$ cat config.mk
export PLATFORM = sky130hd
export DESIGN_NAME = swreg_gate_ctrl
export DESIGN_NICKNAME = d
export VERILOG_FILES = /design/src/rtl/swreg_gate_pkg.sv /design/src/rtl/swreg_sync.sv /design/src/rtl/swreg_phase_div.sv /design/src/rtl/swreg_pulse_latch.sv /design/src/rtl/swreg_override_latch.sv /design/src/rtl/swreg_gate_ctrl.sv
export SDC_FILE = /design/constraint.sdc
export NUM_CORES = 1
export LEC_CHECK = 0
export CAP_MARGIN = 0
export CORE_AREA = 2 2 39 41
export DETAILED_ROUTE_END_ITERATION = 10
export DIE_AREA = 0 0 41 43
export GPL_ROUTABILITY_DRIVEN = 0
export PLACE_DENSITY = 0.54
export SLEW_MARGIN = 20
export SYNTH_ARGS = -nofsm -noshare
export SYNTH_HDL_FRONTEND = slang
export SYNTH_HIERARCHICAL = 1
export SYNTH_SLANG_ARGS = --single-unit
$ cat constraint.sdc
create_clock -name osc_clk -period 0.9 [get_ports osc_clk]
set_input_delay 0.225 -clock osc_clk [delete_from_list [all_inputs] [get_ports osc_clk]]
set_output_delay 0.225 -clock osc_clk [all_outputs]
set_load 0.01 [all_outputs]
$ cat src/rtl/swreg_gate_pkg.sv
package swreg_gate_pkg;

   // Half of the switching cycle the divider is in
   typedef enum logic {
      PH_OFF = 1'b0,
      PH_ON  = 1'b1
   } phase_e;

   // Next state of the override latch from the synchronized active-low pins.
   // Clear pin high empties the latch; clear low with shutdown low fills it;
   // clear low with shutdown high keeps it.
   function automatic logic ovr_next(input logic cur,
                                     input logic sd_n,
                                     input logic clr_n);
      logic nxt;
      if (clr_n)      nxt = 1'b0;
      else if (!sd_n) nxt = 1'b1;
      else            nxt = cur;
      return nxt;
   endfunction

endpackage

$ cat src/rtl/swreg_sync.sv
module swreg_sync #(
   parameter int   STAGES  = 2,
   parameter logic RST_VAL = 1'b1
) (
   input  logic clk,
   input  logic rst_n,
   input  logic d,
   output logic q
);
   if (STAGES < 2) begin : g_bad_stages
      $error("swreg_sync: STAGES must be at least 2");
   end

   logic [STAGES-1:0] chain_q;

   always_ff @(posedge clk or negedge rst_n) begin
      if (!rst_n) chain_q <= {STAGES{RST_VAL}};
      else        chain_q <= {chain_q[STAGES-2:0], d};
   end

   assign q = chain_q[STAGES-1];
endmodule

$ cat src/rtl/swreg_phase_div.sv
module swreg_phase_div
   import swreg_gate_pkg::*;
(
   input  logic clk,
   input  logic rst_n,
   output logic phase_on,
   output logic start_next
);
   phase_e phase_q;

   always_ff @(posedge clk or negedge rst_n) begin
      if (!rst_n) phase_q <= PH_OFF;
      else        phase_q <= (phase_q == PH_OFF) ? PH_ON : PH_OFF;
   end

   assign phase_on   = (phase_q == PH_ON);
   assign start_next = (phase_q == PH_OFF);
endmodule

$ cat src/rtl/swreg_pulse_latch.sv
module swreg_pulse_latch #(
   parameter int N_TRIP    = 2,
   parameter bit TRIP_COMB = 1'b1
) (
   input  logic              clk,
   input  logic              rst_n,
   input  logic              start_next,
   input  logic [N_TRIP-1:0] trip,
   output logic              pulse_on
);
   if (N_TRIP < 1) begin : g_bad_trip
      $error("swreg_pulse_latch: N_TRIP must be at least 1");
   end

   logic trip_any;
   logic pulse_q;

   assign trip_any = |trip;

   // Clear dominates: a trip at the cycle-start edge blanks the whole on-half
   always_ff @(posedge clk or negedge rst_n) begin
      if (!rst_n)        pulse_q <= 1'b0;
      else if (trip_any) pulse_q <= 1'b0;
      else               pulse_q <= start_next;
   end

   if (TRIP_COMB) begin : g_comb_kill
      assign pulse_on = pulse_q & ~trip_any;
   end else begin : g_reg_only
      assign pulse_on = pulse_q;
   end
endmodule

$ cat src/rtl/swreg_override_latch.sv
module swreg_override_latch
   import swreg_gate_pkg::*;
(
   input  logic clk,
   input  logic rst_n,
   input  logic sd_n_s,
   input  logic clr_n_s,
   output logic force_off
);
   logic hold_q;

   always_ff @(posedge clk or negedge rst_n) begin
      if (!rst_n) hold_q <= 1'b0;
      else        hold_q <= ovr_next(hold_q, sd_n_s, clr_n_s);
   end

   assign force_off = hold_q;
endmodule

$ cat src/rtl/swreg_gate_ctrl.sv
module swreg_gate_ctrl #(
   parameter int SYNC_STAGES = 2,
   parameter bit TRIP_COMB   = 1'b1
) (
   input  logic osc_clk,
   input  logic por_n,
   input  logic uv_ok,
   input  logic cm_trip,
   input  logic ilim_trip,
   input  logic shdn_n,
   input  logic lock_clr_n,
   output logic gate_en
);
   localparam int N_TRIP = 2;

   if (SYNC_STAGES < 2) begin : g_bad_sync
      $error("swreg_gate_ctrl: SYNC_STAGES must be at least 2");
   end

   logic uv_s, sd_n_s, clr_n_s;
   logic phase_on, start_next;
   logic pulse_on;
   logic ovr_force;

   swreg_sync #(.STAGES(SYNC_STAGES), .RST_VAL(1'b0)) u_sync_uv (
      .clk(osc_clk), .rst_n(por_n), .d(uv_ok), .q(uv_s));

   swreg_sync #(.STAGES(SYNC_STAGES), .RST_VAL(1'b1)) u_sync_sd (
      .clk(osc_clk), .rst_n(por_n), .d(shdn_n), .q(sd_n_s));

   swreg_sync #(.STAGES(SYNC_STAGES), .RST_VAL(1'b1)) u_sync_clr (
      .clk(osc_clk), .rst_n(por_n), .d(lock_clr_n), .q(clr_n_s));

   swreg_phase_div u_div (
      .clk(osc_clk), .rst_n(por_n),
      .phase_on(phase_on), .start_next(start_next));

   swreg_pulse_latch #(.N_TRIP(N_TRIP), .TRIP_COMB(TRIP_COMB)) u_pulse (
      .clk(osc_clk), .rst_n(por_n), .start_next(start_next),
      .trip({ilim_trip, cm_trip}), .pulse_on(pulse_on));

   swreg_override_latch u_ovr (
      .clk(osc_clk), .rst_n(por_n),
      .sd_n_s(sd_n_s), .clr_n_s(clr_n_s), .force_off(ovr_force));

   // Raw shdn_n and uv_ok block at once; synchronized copies cover the settle
   assign gate_en = pulse_on & phase_on & uv_ok & uv_s
                  & shdn_n & sd_n_s & ~ovr_force;
endmodule

Word-level counts from Yosys, hierarchy flattened
Index checks and enable logic that the tools add are counted.
Word-level totals
  logic and storage cells: 22
  flip-flop bits (word level): 9
Cells by class
  reductions and logical operators: 1
  multiplexer cells: 4
  equality and inequality tests: 1
  bitwise operators: 10
Operators by type and width (count)
  $and A1 B1 Y1: 7
  $mux W1: 4
  $not A1 Y1: 3
  $ne A2 B1 Y1 const B: 1
  $reduce_or A2 Y1: 1

Longest topological paths before layout
Gate-level depths: netlist of run 1.
  word-level depth: 9
  depth in mapped cells: 3
  depth with buffers taken out: 3

Hierarchy
Netlist of run 1, hierarchy kept.
By module, submodules not included
  swreg_sync (u_sync_clr ...): area an instance 52.6 sq um, times used 2, sequential area each 52.6 sq um, cells each 2
  swreg_sync (u_sync_uv): area an instance 50.0 sq um, times used 1, sequential area each 50.0 sq um, cells each 2
  swreg_pulse_latch: area an instance 40.0 sq um, times used 1, sequential area each 25.0 sq um, cells each 3
  swreg_override_latch: area an instance 37.5 sq um, times used 1, sequential area each 25.0 sq um, cells each 3
  swreg_phase_div: area an instance 28.8 sq um, times used 1, sequential area each 25.0 sq um, cells each 2
  swreg_gate_ctrl: area an instance 17.5 sq um, times used 1, sequential area each 0.0 sq um, cells each 3

Worst setup path before layout of run 1
Ideal clock, no wire load.
  path type: reg2out
  start: register u_sync_sd.chain_q[1]
  end: output port gate_en
  setup slack: -117 ps
  arrival: 792 ps
  cell stages (with the launch flop): 3
  buffers on the path: 0
  cells stage by stage: dfstp_2 -> nand4b_1 -> nor2_1
Between the ends
  cells in the longest elaborated chain, start to end: 2
RTL lines
  from (decl): line swreg_sync.sv:14  | logic [STAGES-1:0] chain_q;
  from (signal assigned): line swreg_sync.sv:17  | if (!rst_n) chain_q <= {STAGES{RST_VAL}};
  from (signal assigned): line swreg_sync.sv:18  | else chain_q <= {chain_q[STAGES-2:0], d};
  $and A1 B1 Y1 (2 in series): line swreg_gate_ctrl.sv:48  | & shdn_n & sd_n_s & ~ovr_force;
  to (decl): line swreg_gate_ctrl.sv:12  | output logic gate_en
Every way passes these cells.

Worst setup path in the final report of run 1
Same ends and word-level chain as after synthesis.

==> results of run 1 <==
layout by cell type, fill, tap and decap left out, types with 2 or more instances in the layout:
master           instances
clkdlybuf4s50_1          4
clkbuf_4                 3
inv_1                    2
dfrtp_1                  5
dlygate4sd2_1            2
dfstp_2                  4
power by group:
group	leakage (nW)	switching [mW]	internal (mW)	total [mW]
clock	0.0150	0.133	0.170	0.304
sequential	0.0999	0.00639	0.431	0.437
combinational	0.0581	0.0180	0.0276	0.0456
total	0.173	0.158	0.629	0.786
sequential cells by signal (all words and copies together), names as in the netlist:
| signal | count |
|---|---|
| u_sync_clr/chain_q | 2 |
| u_sync_sd/chain_q | 2 |
| u_sync_uv/chain_q | 2 |
| u_div/phase_on | 1 |
| u_ovr/force_off | 1 |
| u_pulse/pulse_q | 1 |
metrics by stage:
| stage | worst slack (ns) | utilization | cell area [um2] | std cells | hold slack (ns) |
|---|---|---|---|---|---|
| after floorplan | -0.06764 | - | 281.5 | 17 | -0.07059 |
| after global placement | -0.8968 | 0.2740 | 379.1 | 41 | 0.3326 |
| after detailed placement | -0.9589 | 0.2740 | 379.1 | 41 | 0.3450 |
| after CTS | -0.4780 | 0.2911 | 402.9 | 45 | 0.2567 |
| after global routing | -0.5509 | 0.2911 | 402.9 | 45 | 0.2779 |
| final | -0.4683 | 0.2911 | 402.9 | 45 | 0.2474 |
how the worst max path moves through the flow:
stage                                    from       to  slack (ns)
2_1_floorplan  u_sync_sd/chain_q[1]$_DFF_PN1_  gate_en       -0.07
3_3_place_gp                        ilim_trip  gate_en       -0.90
6_report       u_sync_sd/chain_q[1]$_DFF_PN1_  gate_en       -0.47
5_1_grt        u_sync_sd/chain_q[1]$_DFF_PN1_  gate_en       -0.55
4_1_cts        u_sync_sd/chain_q[1]$_DFF_PN1_  gate_en       -0.48
3_5_place_dp                        ilim_trip  gate_en       -0.96
critical path: stages (launching register included):
cell      delay, ns
dfstp_2        0.53
nand4b_1       0.13
nor2_2         0.09
buf_2          0.13
kinds of logic after synthesis:
group	share of synthesized area
buffers and inverters	0.02692
DFF	0.8251
and+or+nand+nor	0.1166
AOI/OAI and AO/OA	0.03140
timing repair:
item,in CTS,in global routing
resized for setup,7,0
hold buffers,0,0
setup endpoints to repair,1,1
pin swaps,2,0
metal layers:
metal	routed length (um)	vias to the layer above	share of wire
li1	-	82	-
met1	188	80	0.42
met2	198	10	0.45
met3	56	0	0.13
met4	0	0	0
met5	0	-	0
layout make-up:
type | instances | area share
tap | 16 | 0.04969
clock buffer | 4 | 0.06522
inverter | 2 | 0.01863
sequential | 9 | 0.5714
timing repair buffer | 8 | 0.1739
multi-input combinational | 6 | 0.1211
==> results_dict.tcl, run 1 <==
set metrics [dict create \
    fin_crit_ns 1.368 \
    r2r_end "u_ovr/force_off$_DFFE_PN0P_" \
    finClkSkew_ns 0.008107 \
    nFillCells 145 \
    synth_edf_count 0 \
    worst_slack_ns -0.4683 \
    r2r_slack_ns 0.11 \
    die_y_um 43 \
    syn_nets 24 \
    grt_use_met2 0.09688 \
    worst_ep_arrival_time_ns 1.14 \
    drt_pass1_iterations 2 \
    synthArstFlopShare 1.000 \
    totalPowerFinal_uw 786.4 \
    die_w_um 41 \
    ant_nets 0 \
    wirelength_um 443 \
    nets 37 \
    synthFlopType "dfrtp_1" \
    grt_max_degree 10 \
    track_usage 0.07426 \
    r2r_start "u_sync_sd/chain_q[1]$_DFF_PN1_" \
    layout-drive-gt1-share 0.4138 \
    use_met3 0.08377 \
    port_buffers 7 \
    grt_pass1_wl_um 765 \
    via_count 172 \
    hold_path.class "input port to asynchronous set/reset pin" \
    synth.most_common_cell "dfrtp_1" \
    path_class "flop to primary output" \
    cap_violations 0 \
    register_area_um2 230.2 \
    cts_buffers 3 \
    ios 8 \
    dieArea_mm2 0.001763 \
    irDropWorstVdd_mv 0.7876 \
    syn_inst 17 \
    rows 14 \
    rsz0062_at_grt "true" \
    yosysWarnings 6 \
    post-route-period-util 1.520 \
    htree_levels 1 \
    clkSinkCount 9 \
    vias_per_cell 3.822 \
    critPathMaxFanout 2 \
    cts_root_buf "clkbuf_4" \
    multiInputGateArea_um2 48.80 \
    fmax_mhz 730.8 \
    ys_seq_area_frac 0.8251 \
    synth_top_area_share 0.4484 \
    globalRouteOverflowTotal 0 \
    mappedNetlistArea_um2 279.0 \
    syn-mean-instance-area_um2 16.41 \
    cts_setup_buffers 0 \
    fp.coreArea_mm2 0.001384 \
    finalSetupViolCount 1 \
    syn2layout_area_growth_pct 44.39 \
    cts_tree "yes" \
    reg2reg_depth 2 \
    p_leak_nw 0.1730 \
    initial_core_util 0.2016 \
    worst_slew_pin_slew_ns 0.3775 \
    worst_ep_required_time_ns 0.67 \
    clock_latency_ns 0.26 \
    n_antenna_cell 0 \
    yosys-top-cells-area "dfrtp_1 (45%), dfstp_2 (38%), nor3b_1 (5.4%)" \
    synth_cell_types 8 \
    maxSlewHeadroom 0.7475 \
    wl_per_cell_um 9.844 \
    final-hold-violation-count 0 \
    drc 0 \
    busiest_layer "met2" \
    synth_common_cells "dfrtp_1 (5), dfstp_2 (4), inv_1 (2), nor3b_1 (2)" \
    grt_pass1_vias 189 \
    synth_seq_cells 9 \
    worst_setup_path_start_kind "flop" \
    final_max_slew_viol_count 0 \
    fin_setup_tns_ns -0.4683 \
    status "finished, violations left" \
    cts_buffer_depth 2 \
    power_density_mw_per_mm2 1952 \
    antenna_found_initial 0 \
    cp-end-kind "primary output" \
    yosysTopAreaCell "dfrtp_1" \
    violations "setup timing" \
    dp_hpwl_um 322.9 \
    use_met1 0.07718 \
    drt_iter0_drc 1 \
    path_clk_slew_ns 0.06 \
]
Note: power is estimated with default switching activity, not from simulation.
==> run 2, diff against run 1 <==
Settings changed: REMOVE_ABC_BUFFERS set to 1, SLEW_MARGIN 20 to unset.
==> run 2 against run 1 <==
  * The flow still finishes with violations (setup timing)
  * Clock-buffer cell count unchanged
  * Die area is the same
  * First-iteration DRC count is the same
  * Worst setup slack better by 0.063 ns
  * Global-route usage fell by 0.28 points
  * Non-clock buffer count is the same
  * Core utilization is 0.18 points lower
  * Cell area down 0.62%
  * Register-to-register slack gained 0.03 ns
  * Via count is 5.8% lower
  * Combinational power fell by 0.9%
  * Critical endpoint unchanged
  * Largest cell class unchanged
==> results_dict.tcl, run 2 (synthesis results as in run 1) <==
set metrics [dict create \
    p_comb_frac 0.059 \
    hold_path.class "input port to asynchronous set/reset pin" \
    wirelength_um 431 \
    initial_core_util 0.2016 \
    path_clk_slew_ns 0.05 \
    rsz0062_at_grt "true" \
    drt_pass1_iterations 2 \
    design_area_um2 400.4 \
    cts_root_buf "clkbuf_4" \
    r2r_start "u_sync_sd/chain_q[1]$_DFF_PN1_" \
    clkSinkCount 9 \
    drc 0 \
    ant_nets 0 \
    path_class "flop to primary output" \
    r2r_end "u_ovr/force_off$_DFFE_PN0P_" \
    p_sw_frac 0.1852 \
    dieArea_mm2 0.001763 \
    finClkSkew_ns 0.0001427 \
    reg_top3 "u_sync_clr/chain_q (2), u_sync_sd/chain_q (2), u_sync_uv/chain_q (2)" \
    wl_per_cell_um 9.578 \
    port_buffers 7 \
    cts_buffer_depth 2 \
    fin_crit_ns 1.305 \
    via_count 162 \
    syn2layout_area_growth_pct 43.50 \
    post-route-period-util 1.450 \
    totalPowerFinal_uw 770.5 \
    place_area_um2 376.6 \
    dp_slack_ns -0.9108 \
    final-hold-violation-count 0 \
    worst_setup_path_start_kind "flop" \
    layout-drive-gt1-share 0.3793 \
    cap_violations 0 \
    cts_setup_buffers 0 \
    power_density_mw_per_mm2 1924 \
    n_antenna_cell 0 \
    die_w_um 41 \
    finalSetupViolCount 1 \
    grt_max_degree 10 \
    htree_levels 1 \
    r2r_slack_ns 0.14 \
    dp_hpwl_um 341.7 \
    drt_iter0_drc 1 \
    worst_slack_ns -0.4049 \
    p_sw_uw 142.7 \
    worst_ep_required_time_ns 0.67 \
    cts_tree "yes" \
    nFillCells 141 \
    antenna_found_initial 0 \
    fmax_mhz 766.3 \
    p_int_uw 627.8 \
    worst_ep_arrival_time_ns 1.08 \
    status "finished, violations left" \
    cp-end-kind "primary output" \
    layout_commonest_cell "dfrtp_1" \
    grt_pass1_vias 184 \
    rows 14 \
    nets 37 \
    worst_slew_pin_slew_ns 0.3875 \
    globalRouteOverflowTotal 0 \
    startpoint "u_sync_sd/chain_q[1]$_DFF_PN1_" \
    p_leak_nw 0.1731 \
    vias_per_cell 3.600 \
    cts_buffers 3 \
    fin_setup_tns_ns -0.4049 \
    violations "setup timing" \
    fin_util 0.2893 \
    final_max_slew_viol_count 0 \
    irDropWorstVdd_mv 1.028 \
    fp.coreArea_mm2 0.001384 \
    seq_power_share 0.568 \
    ios 8 \
    reg2reg_depth 2 \
    die_y_um 43 \
    track_usage 0.07143 \
    maxSlewHeadroom 0.7409 \
    clock_latency_ns 0.25 \
    critPathMaxFanout 2 \
    grt_pass1_wl_um 731 \
    mostFrequentLayoutCells "dfrtp_1 (5), clkdlybuf4s50_1 (4), dfstp_2 (4)" \
    clkPwrFrac 0.373 \
]
run 2: cell counts in the layout (fill, tap and decap cells not counted):
Identical to the previous run, type by type.
run 2: power groups by stage:
stage | sequential (mW) | clock, mW | combinational, mW
final | 0.438 | 0.288 | 0.0452
after detailed placement | 0.444 | 0 | 0.0483
after CTS | 0.438 | 0.308 | 0.0466
after global placement | 0.442 | 0 | 0.0455
after floorplan | 0.442 | 0 | 0.00725
after global routing | 0.440 | 0.339 | 0.0501
run 2: worst max-delay path, stage by stage (launching register included):
cell      delay, ns
dfstp_2        0.52
nand4b_1       0.09
nor2_1         0.09
buf_2          0.13
run 2: metrics by stage:
stage,hold WS [ns],instances
2_1_floorplan,-0.07059,17
3_3_place_gp,0.3324,41
3_5_place_dp,0.3417,41
4_1_cts,0.2639,45
5_1_grt,0.2800,45
6_report,0.2640,45
run 2: worst max path at each step:
stage                         end  slack, ns
after CTS                 gate_en      -0.44
after detailed placement  gate_en      -0.91
after floorplan           gate_en      -0.12
after global routing      gate_en      -0.49
final                     gate_en      -0.40
after global placement    gate_en      -0.87
run 2: area by class of cell:
cell class	count	area, um2	area share
tap	16	20.02	0.05000
timing repair buffer	8	70.07	0.1750
clock buffer	4	26.28	0.06563
sequential	9	230.2	0.5750
inverter	2	7.507	0.01875
multi-input combinational	6	46.29	0.1156
run 2: layer usage:
metal | routed length [um] | part of all wire | global-route usage | vias to the layer above
met5 | 0 | 0 | 0 | -
met4 | 0 | 0 | 0.04000 | 0
met3 | 44 | 0.10 | 0.06283 | 0
met2 | 180 | 0.42 | 0.08125 | 8
met1 | 205 | 0.48 | 0.08814 | 72
li1 | - | - | - | 82
run 2: timing repair:
| action | in CTS | in global routing |
|---|---|---|
| setup endpoints to repair | 1 | 1 |
| hold buffers | 0 | 0 |
| resized for setup | 7 | 0 |
| pin swaps | 3 | 0 |
==> run 3, diff against run 2 <==
Settings changed: GPL_ROUTABILITY_DRIVEN 0 to unset.
==> results of run 3 <==
The final DEF is identical to that of run 2; final timing and power are the same.
